<file path="src/rtl/hdr_walk.sv">
module hdr_walk #(
  parameter logic [15:0] TYPE_VLAN_A = 16'h8100,
  parameter logic [15:0] TYPE_VLAN_B = 16'h9100,
  parameter logic [15:0] TYPE_TAG    = 16'hAAAA,
  parameter logic [15:0] TYPE_IPV4   = 16'h0800
) (
  input  logic        clk,
  input  logic        rst_n,
  input  logic        in_valid,
  input  logic        in_sop,
  input  logic        in_eop,
  input  logic [7:0]  in_byte,
  output logic        eth_ok,
  output logic        vlan_ok,
  output logic        tag_ok,
  output logic        ipv4_ok,
  output logic [47:0] dst_mac,
  output logic [47:0] src_mac,
  output logic [15:0] eth_type,
  output logic [2:0]  vlan_pri,
  output logic        vlan_cfi,
  output logic [11:0] vlan_id,
  output logic [15:0] vlan_type,
  output logic [31:0] tag_route,
  output logic [15:0] tag_type,
  output logic        done,
  output logic        err_type,
  output logic        err_trunc
);
  localparam int ETH_LEN  = 14;
  localparam int VLAN_LEN = 4;
  localparam int TAG_LEN  = 6;
  localparam int CW       = $clog2(ETH_LEN);

  typedef enum logic [2:0] {S_IDLE, S_ETH, S_VLAN, S_TAG, S_SKIP} st_t;

  st_t          st, eff;
  logic [CW-1:0] cnt, ecnt;
  logic [15:0]  ntype;
  logic         hdr, last, go_vlan, go_tag, go_ip, fin;

  always_comb begin
    eff  = (in_valid && in_sop) ? S_ETH : st;
    ecnt = (in_valid && in_sop) ? '0 : cnt;
    case (eff)
      S_ETH:   ntype = {eth_type[7:0], in_byte};
      S_VLAN:  ntype = {vlan_type[7:0], in_byte};
      default: ntype = {tag_type[7:0], in_byte};
    endcase
  end

  assign hdr     = (eff == S_ETH) || (eff == S_VLAN) || (eff == S_TAG);
  assign last    = ((eff == S_ETH)  && (ecnt == CW'(ETH_LEN - 1))) ||
                   ((eff == S_VLAN) && (ecnt == CW'(VLAN_LEN - 1))) ||
                   ((eff == S_TAG)  && (ecnt == CW'(TAG_LEN - 1)));
  assign go_vlan = (eff == S_ETH) && ((ntype == TYPE_VLAN_A) || (ntype == TYPE_VLAN_B));
  assign go_tag  = (eff == S_VLAN) && (ntype == TYPE_TAG);
  assign go_ip   = ntype == TYPE_IPV4;
  assign fin     = last && !go_vlan && !go_tag;

  always_ff @(posedge clk) begin
    if (!rst_n) begin
      st <= S_IDLE;
      cnt <= '0;
      eth_ok <= 1'b0; vlan_ok <= 1'b0; tag_ok <= 1'b0; ipv4_ok <= 1'b0;
      done <= 1'b0; err_type <= 1'b0; err_trunc <= 1'b0;
      dst_mac <= '0; src_mac <= '0; eth_type <= '0;
      vlan_pri <= '0; vlan_cfi <= 1'b0; vlan_id <= '0; vlan_type <= '0;
      tag_route <= '0; tag_type <= '0;
    end else begin
      done <= 1'b0;
      if (in_valid) begin
        if (in_sop) begin
          eth_ok <= 1'b0; vlan_ok <= 1'b0; tag_ok <= 1'b0; ipv4_ok <= 1'b0;
          err_type <= 1'b0; err_trunc <= 1'b0;
        end
        case (eff)
          S_ETH: begin
            if (ecnt < CW'(6))       dst_mac  <= {dst_mac[39:0], in_byte};
            else if (ecnt < CW'(12)) src_mac  <= {src_mac[39:0], in_byte};
            else                     eth_type <= {eth_type[7:0], in_byte};
          end
          S_VLAN: begin
            if (ecnt == CW'(0)) begin
              vlan_pri      <= in_byte[7:5];
              vlan_cfi      <= in_byte[4];
              vlan_id[11:8] <= in_byte[3:0];
            end else if (ecnt == CW'(1)) vlan_id[7:0] <= in_byte;
            else vlan_type <= {vlan_type[7:0], in_byte};
          end
          S_TAG: begin
            if (ecnt < CW'(4)) tag_route <= {tag_route[23:0], in_byte};
            else               tag_type  <= {tag_type[7:0], in_byte};
          end
          default: ;
        endcase
        if (hdr) begin
          if (!last) begin
            st  <= eff;
            cnt <= ecnt + CW'(1);
          end else begin
            case (eff)
              S_ETH:   eth_ok  <= 1'b1;
              S_VLAN:  vlan_ok <= 1'b1;
              default: tag_ok  <= 1'b1;
            endcase
            cnt <= '0;
            if (go_vlan)     st <= S_VLAN;
            else if (go_tag) st <= S_TAG;
            else begin
              st   <= S_SKIP;
              done <= 1'b1;
              if (go_ip) ipv4_ok  <= 1'b1;
              else       err_type <= 1'b1;
            end
          end
        end
        if (in_eop) begin
          st <= S_IDLE;
          if (hdr && !fin) begin
            err_trunc <= 1'b1;
            done      <= 1'b1;
          end
        end
      end
    end
  end
endmodule


</file>
<file path="config.mk">
export PLATFORM = sky130hd
export DESIGN_NAME = hdr_walk
export DESIGN_NICKNAME = d
export VERILOG_FILES = /design/src/rtl/hdr_walk.sv
export SDC_FILE = /design/constraint.sdc
export NUM_CORES = 1
export LEC_CHECK = 0
export BUFFER_PORTS_ARGS = -buffer_cell sky130_fd_sc_hd__buf_2
export CAP_MARGIN = 10
export CORE_AREA = 2 2 135 137
export CTS_CLUSTER_DIAMETER = 50
export DETAILED_ROUTE_END_ITERATION = 8
export DIE_AREA = 0 0 137 139
export MAX_ROUTING_LAYER = met4
export PLACE_DENSITY = 0.76
export SYNTH_ARGS = -nofsm -noshare
export SYNTH_HDL_FRONTEND = slang
export SYNTH_SLANG_ARGS = --single-unit
</file>
<file path="constraint.sdc">
create_clock -name clk -period 2.1 [get_ports clk]
set_input_delay 0.42 -clock clk [delete_from_list [all_inputs] [get_ports clk]]
set_output_delay 0.42 -clock clk [all_outputs]
set_load 0.02 [all_outputs]
</file>
==> flow_metrics.py, run 1 <==
metrics = {
    "global_route": {
        "grtUsageMet3": 0.04240,
        "grt_max_degree": 60,
        "grt_use_met2": 0.3721,
        "gr-usage-all-layers": 0.2338,
        "antenna_found_initial": 0,
        "grt_pass1_wl_microns": 35250,
        "busiest_layer": "met2",
        "grt_overflow_total": 0,
        "use_met1": 0.3021,
        "grt_pass1_vias": 6812,
    },
    "clock_network": {
        "cts.sink_count": 206,
        "cts_tree": "yes",
        "holdBufCountCts": 0,
        "cts_buffers": 24,
        "clkLatencyLatePin_ps": 510,
        "clk_pin_slew_worst_paths_ps": 60,
        "cts-root-buf": "clkbuf_16",
        "cts_htree_levels": 1,
        "clk_path_buf_depth": 3,
    },
    "floorplan": {
        "dieWidth_microns": 137,
        "fp.coreArea_sq_mm": 0.01766,
        "fp.dieH_microns": 139,
        "pin_count": 212,
        "dieArea_sq_mm": 0.01904,
        "core.rowCount": 49,
        "start_util": 0.4673,
    },
    "worst_setup_path": {
        "cpMostUsedCell": "buf_6",
        "cpMaxStageDelayCell": "o41ai_2",
        "critPathLaunchType": "flip-flop",
        "cp.required_ps": 2510,
        "slowest_delay_ps": 390,
        "crit_buf_inv": 2,
        "path_cells": "buf_6 > a21boi_4 > and2_4 > buf_6 > nand2_1 > and3_1 > o41ai_2 > nor2_2 > a32o_1",
        "cp.arrival_ps": 2540,
        "end_kind": "flip-flop",
        "critPathMaxFanout": 8,
        "critPathKind": "reg2reg",
        "path_delay_family": "compound AO/OA/AOI/OAI gates",
    },
    "cells_and_area": {
        "utilization": 0.6124,
        "nets": 1202,
        "drive_gt1_frac": 0.2865,
        "stdcell_area_sq_mm": 0.01081,
        "num_antenna_cells": 0,
        "stdcell_count": 1433,
        "area_growth_syn_to_layout_pct": 31.04,
        "fillers": 1571,
    },
    "placement": {
        "placement.io_buffers": 211,
        "dpl.hpwl_microns": 15120,
        "placed_area_sq_mm": 0.009862,
        "place_ws_ps": -220.4,
        "gp_congestion": 0.8374,
        "dp.cells": 1385,
    },
    "yosys": {
        "yosysUniqueCellTypes": 56,
        "yosysSeqAreaShare": 0.4998,
        "synth_warnings": 0,
        "async_flop_share": 0,
        "synth_seq_cells": 206,
        "yosysTopAreaCell": "dfxtp_1",
        "synth.top_cell.area_share": 0.4998,
        "synth-main-ff-cell": "dfxtp_1",
        "netlist_area_sq_mm": 0.008252,
        "ys_top_cells_by_count": "nand2_1 (340), dfxtp_1 (206), a21boi_0 (160)",
        "syn_avg_cell_area_sq_um": 8.587,
        "syn_nets": 977,
        "synth_most_common_cell": "nand2_1",
        "postSynthCellCount": 961,
        "synthTopCellsByArea": "dfxtp_1 (50%), nand2_1 (15%), a21boi_0 (15%), mux2i_1 (4.0%), nor2b_1 (2.8%)",
        "synth-edff-count": 0,
    },
    "sta": {
        "max_slew_margin": 0.5433,
        "period_needed_ps": 2130,
        "rsz0062_at_grt": "true",
        "final-setup-viol-count": 3,
        "layout_setup_ws_ps": -29.79,
        "tns_ps": -83.20,
        "fin_worst_skew_ps": 13.41,
        "drv_slew": 0,
        "max_freq_mhz": 469.5,
        "fin_crit_sh": 1.014,
        "fin_hold_ws_ps": 250.1,
        "hold_violations": 0,
        "worstMarginPinSlew_ps": 682.5,
    },
    "pwr": {
        "ir_worst_vdd_mv": 0.6483,
        "p_total_mw": 8.524,
        "power_density_mw_per_mm2": 788.4,
        "leakage_nw": 4.588,
    },
    "route": {
        "routed_wl_microns": 22430,
        "wl_per_cell_microns": 15.65,
        "route.vias.total": 7228,
        "drtAntennaViolNets": 0,
        "drt_iter0_drc": 358,
        "drc_errors": 0,
        "routed_via_density": 5.044,
        "first_pass_iters": 4,
    },
    "job": {
        "cap_violations": 0,
    },
    "run_status": {
        "violations": "negative setup slack",
        "status": "complete, but fails checks",
    },
    "min_path": {
        "hold_path_class": "in2reg",
    },
}
area by class of cell:
class	count	area [sq um]	share of cell area
clock inverter	13	121.4	0.01122
sequential	206	4131	0.3821
inverter	6	22.52	0.002083
multi-input combinational	674	3910	0.3616
tap	229	286.5	0.02650
clock buffer	31	698.2	0.06457
timing repair buffer	274	1643	0.1519
path summary, 6_finish.rpt:
check                      from  slack, ps  depth (start not counted)       endpoint
hold reg to reg   tag_route[27]        460                          2  tag_route[27]
setup / recovery          st[1]        -30                          9          st[2]
hold / removal           in_eop        250                          2          st[1]
setup reg to reg          st[1]        -30                          9          st[2]
state kept, by name, summed over array words and instances (netlist names), 3 cells and up:
signal     count
st             3
eth_type      16
vlan_type     16
dst_mac       48
vlan_id       12
tag_route     32
src_mac       48
tag_type      16
cnt            4
vlan_pri       3
placed cells by master, fill, tap and decap left out, types with 6 or more instances in the layout:
cell type  count
nor2b_1       37
nand3_1        9
buf_12         8
nor2_1         7
buf_2        210
a21boi_0     160
buf_4         53
inv_1          6
dfxtp_1      204
mux2i_1       33
clkinv_2       6
o21ai_0        7
nand2_1      339
clkbuf_16     25
cells by family after synthesis:
logic type,after synthesis,synth area share
fa+ha+maj,3,0.004549
compound gates,205,0.1903
simple gates,429,0.2208
xor+xnor,3,0.003185
buf+inv,82,0.04140
mux,33,0.04003
flops,206,0.4998
power by group:
group          switching [mW]  internal (mW)
Sequential             0.0139           3.92
Clock                    1.71           2.50
Combinational           0.229          0.151
per-layer routing:
layer,vias to the layer above,share of wire
met4,0,0.023
met1,3326,0.44
li1,3620,-
met5,-,0
met3,48,0.067
met2,234,0.47
worst register-to-register path: stages (launching register included):
cell	delay (ps)
dfxtp_4	380
buf_6	110
a21boi_4	190
and2_4	170
buf_6	130
nand2_1	70
and3_1	200
o41ai_2	390
nor2_2	150
a32o_1	230
what timing repair did:
item	in CTS	in global routing
setup buffers	2	1
setup endpoints to repair	43	11
endpoints found under the hold margin	0	0
gates resized for setup	12	9
pin swaps	7	5
cloned	1	0
No activity file was read; power rests on OpenSTA's default activity.
==> run 2: changes to the inputs <==
SKIP_LAST_GASP = 1   (was default)
==> run 2 against run 1 <==
Net effect:
- hold slack improved by 9.2 ps
- largest power group unchanged
- non-clock buffer count is the same
- via count grew 0.14%
- critical path type unchanged
- first-iteration DRC count rose by 7.5%
- register-to-register slack hardly changed
- total power shrank 0.12%
- worst setup slack gained 2.0 ps
- maximum frequency barely moved
- highest routed layer unchanged
- combinational power barely moved
- the flow still finishes with violations (negative setup slack)
- clock skew is 1.2 ps lower
- sequential share of layout area is essentially flat
==> flow_metrics.py, run 2 (synthesis results as in run 1) <==
metrics = {
    "route": {
        "routed_wl_microns": 22340,
        "drt_iter0_drc": 385,
        "first_pass_iters": 5,
        "route.vias.total": 7238,
        "routed_via_density": 5.051,
        "wl_per_cell_microns": 15.59,
        "drc_errors": 0,
        "drtAntennaViolNets": 0,
    },
    "sta": {
        "fin_crit_sh": 1.013,
        "max_freq_mhz": 470.0,
        "fin_worst_skew_ps": 12.18,
        "max_slew_margin": 0.5352,
        "fin_hold_ws_ps": 259.3,
        "rsz0062_at_grt": "true",
        "period_needed_ps": 2128,
        "hold_violations": 0,
        "drv_slew": 0,
        "layout_setup_ws_ps": -27.75,
        "worstMarginPinSlew_ps": 694.6,
        "final-setup-viol-count": 4,
    },
    "pwr": {
        "ir_worst_vdd_mv": 0.6503,
        "power_density_mw_per_mm2": 787.8,
        "p_total_mw": 8.514,
        "leakage_nw": 4.588,
    },
    "cells_and_area": {
        "final_common_cell": "nand2_1",
        "reg_top3": "dst_mac (48), src_mac (48), tag_route (32)",
        "area_growth_syn_to_layout_pct": 30.98,
        "num_antenna_cells": 0,
        "final-seq-area_sq_mm": 0.004131,
        "layout.cells.most_common_list": "nand2_1 (339), buf_2 (210), dfxtp_1 (204)",
        "fillers": 1570,
        "nets": 1202,
        "multi_input_area_sq_mm": 0.003905,
        "drive_gt1_frac": 0.2857,
        "stdcell_count": 1433,
    },
    "worst_setup_path": {
        "critPathKind": "reg2reg",
        "critPathMaxFanout": 6,
        "reg2reg_slack_ps": -30,
        "worst_r2r_path_depth": 10,
        "reg2reg_from": "st[1]",
        "r2r-end": "ipv4_ok",
        "cp.arrival_ps": 2530,
        "cp.required_ps": 2500,
        "critPathLaunchType": "flip-flop",
        "end_kind": "flip-flop",
    },
    "min_path": {
        "hold_path_class": "in2reg",
        "hp-start": "in_eop",
        "hold_end": "st[1]",
        "hold_depth": 2,
    },
    "clock_network": {
        "clk_pin_slew_worst_paths_ps": 60,
        "cts_tree": "yes",
        "clk_path_buf_depth": 3,
        "cts.sink_count": 206,
        "cts-root-buf": "clkbuf_16",
        "cts_htree_levels": 1,
        "clkLatencyLatePin_ps": 510,
        "cts_buffers": 24,
        "holdBufCountCts": 0,
    },
    "floorplan": {
        "dieWidth_microns": 137,
        "start_util": 0.4673,
        "dieArea_sq_mm": 0.01904,
        "fp.coreArea_sq_mm": 0.01766,
        "core.rowCount": 49,
        "fp.dieH_microns": 139,
        "pin_count": 212,
    },
    "run_status": {
        "status": "complete, but fails checks",
        "violations": "negative setup slack",
    },
    "placement": {
        "gp_congestion": 0.8374,
        "place_ws_ps": -220.4,
        "placement.io_buffers": 211,
        "dp.cells": 1385,
        "dpl.hpwl_microns": 15120,
    },
    "global_route": {
        "grt_pass1_wl_microns": 35180,
        "antenna_found_initial": 0,
        "grt_max_degree": 60,
        "gr-usage-all-layers": 0.2332,
        "grt_overflow_total": 0,
        "grt_pass1_vias": 6771,
    },
    "job": {
        "cap_violations": 0,
    },
}
-- run 2: cell counts in the layout (fill, tap and decap cells not counted) --
Identical to the previous run, type by type.
-- run 2: worst max-delay path by stage --
stage,slack [ps],startpoint,end
CTS,-30,st[1],err_type
detailed placement,-220,in_byte[1],err_type
global route,-80,st[1],st[0]
finish,-30,st[1],ipv4_ok
global placement,-130,in_valid,ipv4_ok
floorplan,-10,in_sop,ipv4_ok
-- run 2: report_power, final --
part / switching [mW] / internal, mW
Combinational: 0.229 / 0.151
Sequential: 0.0140 / 3.92
Clock: 1.70 / 2.50
Total: 1.94 / 6.57
-- run 2: layer usage --
| layer | global-route usage | up-vias | wire [microns] |
|---|---|---|---|
| li1 | - | 3618 | - |
| met1 | 0.3003 | 3358 | 9971 |
| met2 | 0.3763 | 215 | 10510 |
| met3 | 0.04167 | 47 | 1331 |
| met4 | 0.06240 | 0 | 522 |
| met5 | - | - | 0 |
-- run 2: worst max-delay path: stages (launching register included) --
cell,delay (ps)
dfxtp_4,360
buf_6,130
a21boi_4,140
buf_4,150
buf_4,130
nand3_1,90
nand2_1,70
a2111o_1,310
o41ai_2,270
nor2_2,140
a31o_1,230
-- run 2: repair_timing --
action | CTS | global route
pin swaps | 7 | 4
endpoints found under the setup margin | 43 | 11
cloned | 1 | 0
gates resized for setup | 11 | 9
setup buffers | 2 | 1
-- run 2: cell type report --
| class | instances | area share |
|---|---|---|
| inverter | 6 | 0.002084 |
| clock buffer | 31 | 0.06460 |
| multi-input combinational | 674 | 0.3613 |
| sequential | 206 | 0.3823 |
| timing repair buffer | 274 | 0.1520 |
| clock inverter | 13 | 0.01123 |
| tap | 229 | 0.02651 |
-- run 2: metrics by stage --
step	area, sq um	util	TNS [ps]
after floorplan	8278	-	-31.22
after global placement	9862	0.5585	-688.3
after detailed placement	9862	0.5585	-2060
after CTS	10750	0.6088	-68.30
after global routing	10810	0.6121	-321.1
final	10810	0.6121	-80.31
==> run 3: changes to the inputs <==
CORE_AREA = 2 2 124 126   (was 2 2 135 137)
CTS_CLUSTER_DIAMETER = default   (was 50)
DIE_AREA = 0 0 126 128   (was 0 0 137 139)
GPL_TIMING_DRIVEN = 0   (was default)
PLACE_DENSITY = 0.85   (was 0.76)
clock period = 2.5 ns   (was 2.1 ns; I/O delays follow)
==> run 3 against run 2 <==
Net effect:
- the run now ends clean
- via count rose by 2.8%
- cell area fell by 5.2%
- final cell count shrank 3.1%
- count of clock-buffer cells in the layout up 2
- worst setup slack improved by 120 ps
- hold slack improved by 200 ps
- sequential cell count is the same
- sequential share of layout area rose by 2.0 points
- combinational power down 25%
- critical endpoint unchanged
- highest routed layer unchanged
==> flow_metrics.py, run 3 (synthesis results as in run 1) <==
metrics = {
    "sta": {
        "fin_worst_skew_ps": 8.723,
        "max_freq_mhz": 415.3,
        "rsz0062_at_grt": "true",
        "hold_violations": 0,
        "period_needed_ps": 2408,
        "final-setup-viol-count": 0,
        "fin_crit_sh": 0.9631,
        "max_slew_margin": 0.4272,
        "layout_setup_ws_ps": 92.30,
        "fin_hold_ws_ps": 456.6,
        "drv_slew": 0,
        "worstMarginPinSlew_ps": 859.1,
    },
    "pwr": {
        "leakage_nw": 4.255,
        "ir_worst_vdd_mv": 0.5765,
        "power_density_mw_per_mm2": 670.2,
    },
    "clock_network": {
        "clk_pin_slew_worst_paths_ps": 60,
        "clkLatencyLatePin_ps": 500,
        "cts_resized": 0,
        "cts.sink_count": 206,
        "cts_htree_levels": 1,
        "post_cts_buffers": 0,
        "holdBufCountCts": 0,
        "cts_buffers": 22,
        "clk_path_buf_depth": 3,
        "cts_tree": "yes",
        "cts-root-buf": "clkbuf_16",
    },
    "route": {
        "drt_iter0_drc": 487,
        "first_pass_iters": 5,
        "wl_per_cell_microns": 16.35,
        "drtAntennaViolNets": 0,
        "drc_errors": 0,
        "route.vias.total": 7440,
        "routed_wl_microns": 22710,
        "routed_via_density": 5.356,
    },
    "cells_and_area": {
        "nets": 1202,
        "final_common_cell": "nand2_1",
        "num_antenna_cells": 0,
        "stdcell_area_sq_mm": 0.01024,
        "stdcell_count": 1389,
        "utilization": 0.6891,
        "area_growth_syn_to_layout_pct": 24.12,
        "layout.cells.most_common_list": "nand2_1 (340), buf_2 (207), dfxtp_1 (206)",
        "reg_top3": "dst_mac (48), src_mac (48), tag_route (32)",
        "drive_gt1_frac": 0.2190,
    },
    "placement": {
        "gp_congestion": 0.9538,
        "place_ws_ps": -368.4,
        "placement.io_buffers": 201,
        "placed_area_sq_mm": 0.009493,
        "dp.cells": 1350,
        "dpl.hpwl_microns": 16040,
    },
    "worst_setup_path": {
        "reg2reg_slack_ps": 160,
        "cpMostUsedCell": "nand2_1",
        "slowest_delay_ps": 430,
        "critPathLaunchType": "input port",
        "end_kind": "flip-flop",
        "critPathMaxFanout": 10,
        "r2r-end": "dst_mac[31]",
        "critPathKind": "in2reg",
        "crit_buf_inv": 4,
        "reg2reg_from": "st[0]",
        "path_cells": "buf_2 > buf_6 > nand2_1 > buf_4 > nand2_1 > inv_1 > ha_1 > nand2_1 > nor3_1 > a32o_1 > o41ai_2 > nor2_2 > a31o_1",
        "cp.arrival_ps": 2850,
        "path_delay_family": "simple AND/OR/NAND/NOR gates",
        "cpMaxStageDelayCell": "a32o_1",
        "worst_r2r_path_depth": 7,
        "cp.required_ps": 2940,
    },
    "global_route": {
        "grt_overflow_total": 0,
        "grt_pass1_vias": 6932,
        "antenna_found_initial": 0,
        "grt_pass1_wl_microns": 35540,
        "grt_max_degree": 14,
        "gr-usage-all-layers": 0.2769,
    },
    "min_path": {
        "hold_path_class": "reg2reg",
        "hp-start": "src_mac[43]",
        "hold_depth": 2,
        "hold_end": "src_mac[43]",
    },
    "run_status": {
        "status": "complete, no violations",
    },
    "floorplan": {
        "dieArea_sq_mm": 0.01613,
        "core.rowCount": 45,
        "start_util": 0.5551,
        "pin_count": 212,
        "fp.coreArea_sq_mm": 0.01486,
        "dieWidth_microns": 126,
        "fp.dieH_microns": 128,
    },
    "job": {
        "cap_violations": 0,
    },
}
## run 3: changes by cell type in the layout (fill, tap and decap cells not counted), sizes merged
| cell | before | now |
|---|---|---|
| clkinvlp | 1 | 0 |
| inv | 8 | 7 |
| buf | 274 | 215 |
| clkinv | 9 | 4 |
| o21ai | 11 | 10 |
| clkbuf | 31 | 95 |
## run 3: tightest hold or removal path: cells and delay by family (launching register included)
family / cells / cell delay, ps
AO/OA/AOI/OAI: 1 / 60
flip-flops: 1 / 300
AND/OR/NAND/NOR: 1 / 40
## run 3: worst max path at each step
stage / start / end / slack, ps / depth (start not counted)
after floorplan: in_sop / ipv4_ok / 240 / 12
after global placement: in_sop / ipv4_ok / -410 / 13
after detailed placement: in_sop / ipv4_ok / -370 / 13
after CTS: cnt[2] / dst_mac[31] / 90 / 8
after global routing: in_sop / ipv4_ok / -40 / 13
final: in_sop / ipv4_ok / 90 / 13
## run 3: cell type report
| cell class | instances | area [sq um] |
|---|---|---|
| clock inverters | 6 | 61.31 |
| repair buffers | 201 | 1006 |
| flip-flops and latches | 206 | 4124 |
| fillers | 1204 | 4622 |
| inverters | 6 | 22.52 |
| well taps | 188 | 235.2 |
| clock buffers | 33 | 673.1 |
| multi-input cells | 673 | 3797 |
| plain buffers | 76 | 322.8 |
## run 3: per-stage QoR
step                      TNS, ps  power (mW)
after detailed placement    -4367       3.662
after global routing       -104.8       7.040
after global placement      -4348       3.658
after floorplan                 0       3.566
final                           0       6.865
after CTS                       0       6.886
## run 3: metal layers
layer	GRT usage	wire, microns	vias to the layer above
li1	-	-	3624
met1	0.3503	9759	3464
met2	0.4589	10810	293
met3	0.04674	1523	59
met4	0.08274	615	0
met5	-	0	-
## run 3: where the power goes
part	internal [mW]	switching, mW	total [mW]
clock	1.96	1.31	3.27
sequential	3.30	0.0121	3.31
combinational	0.0909	0.195	0.285
total	5.35	1.51	6.86
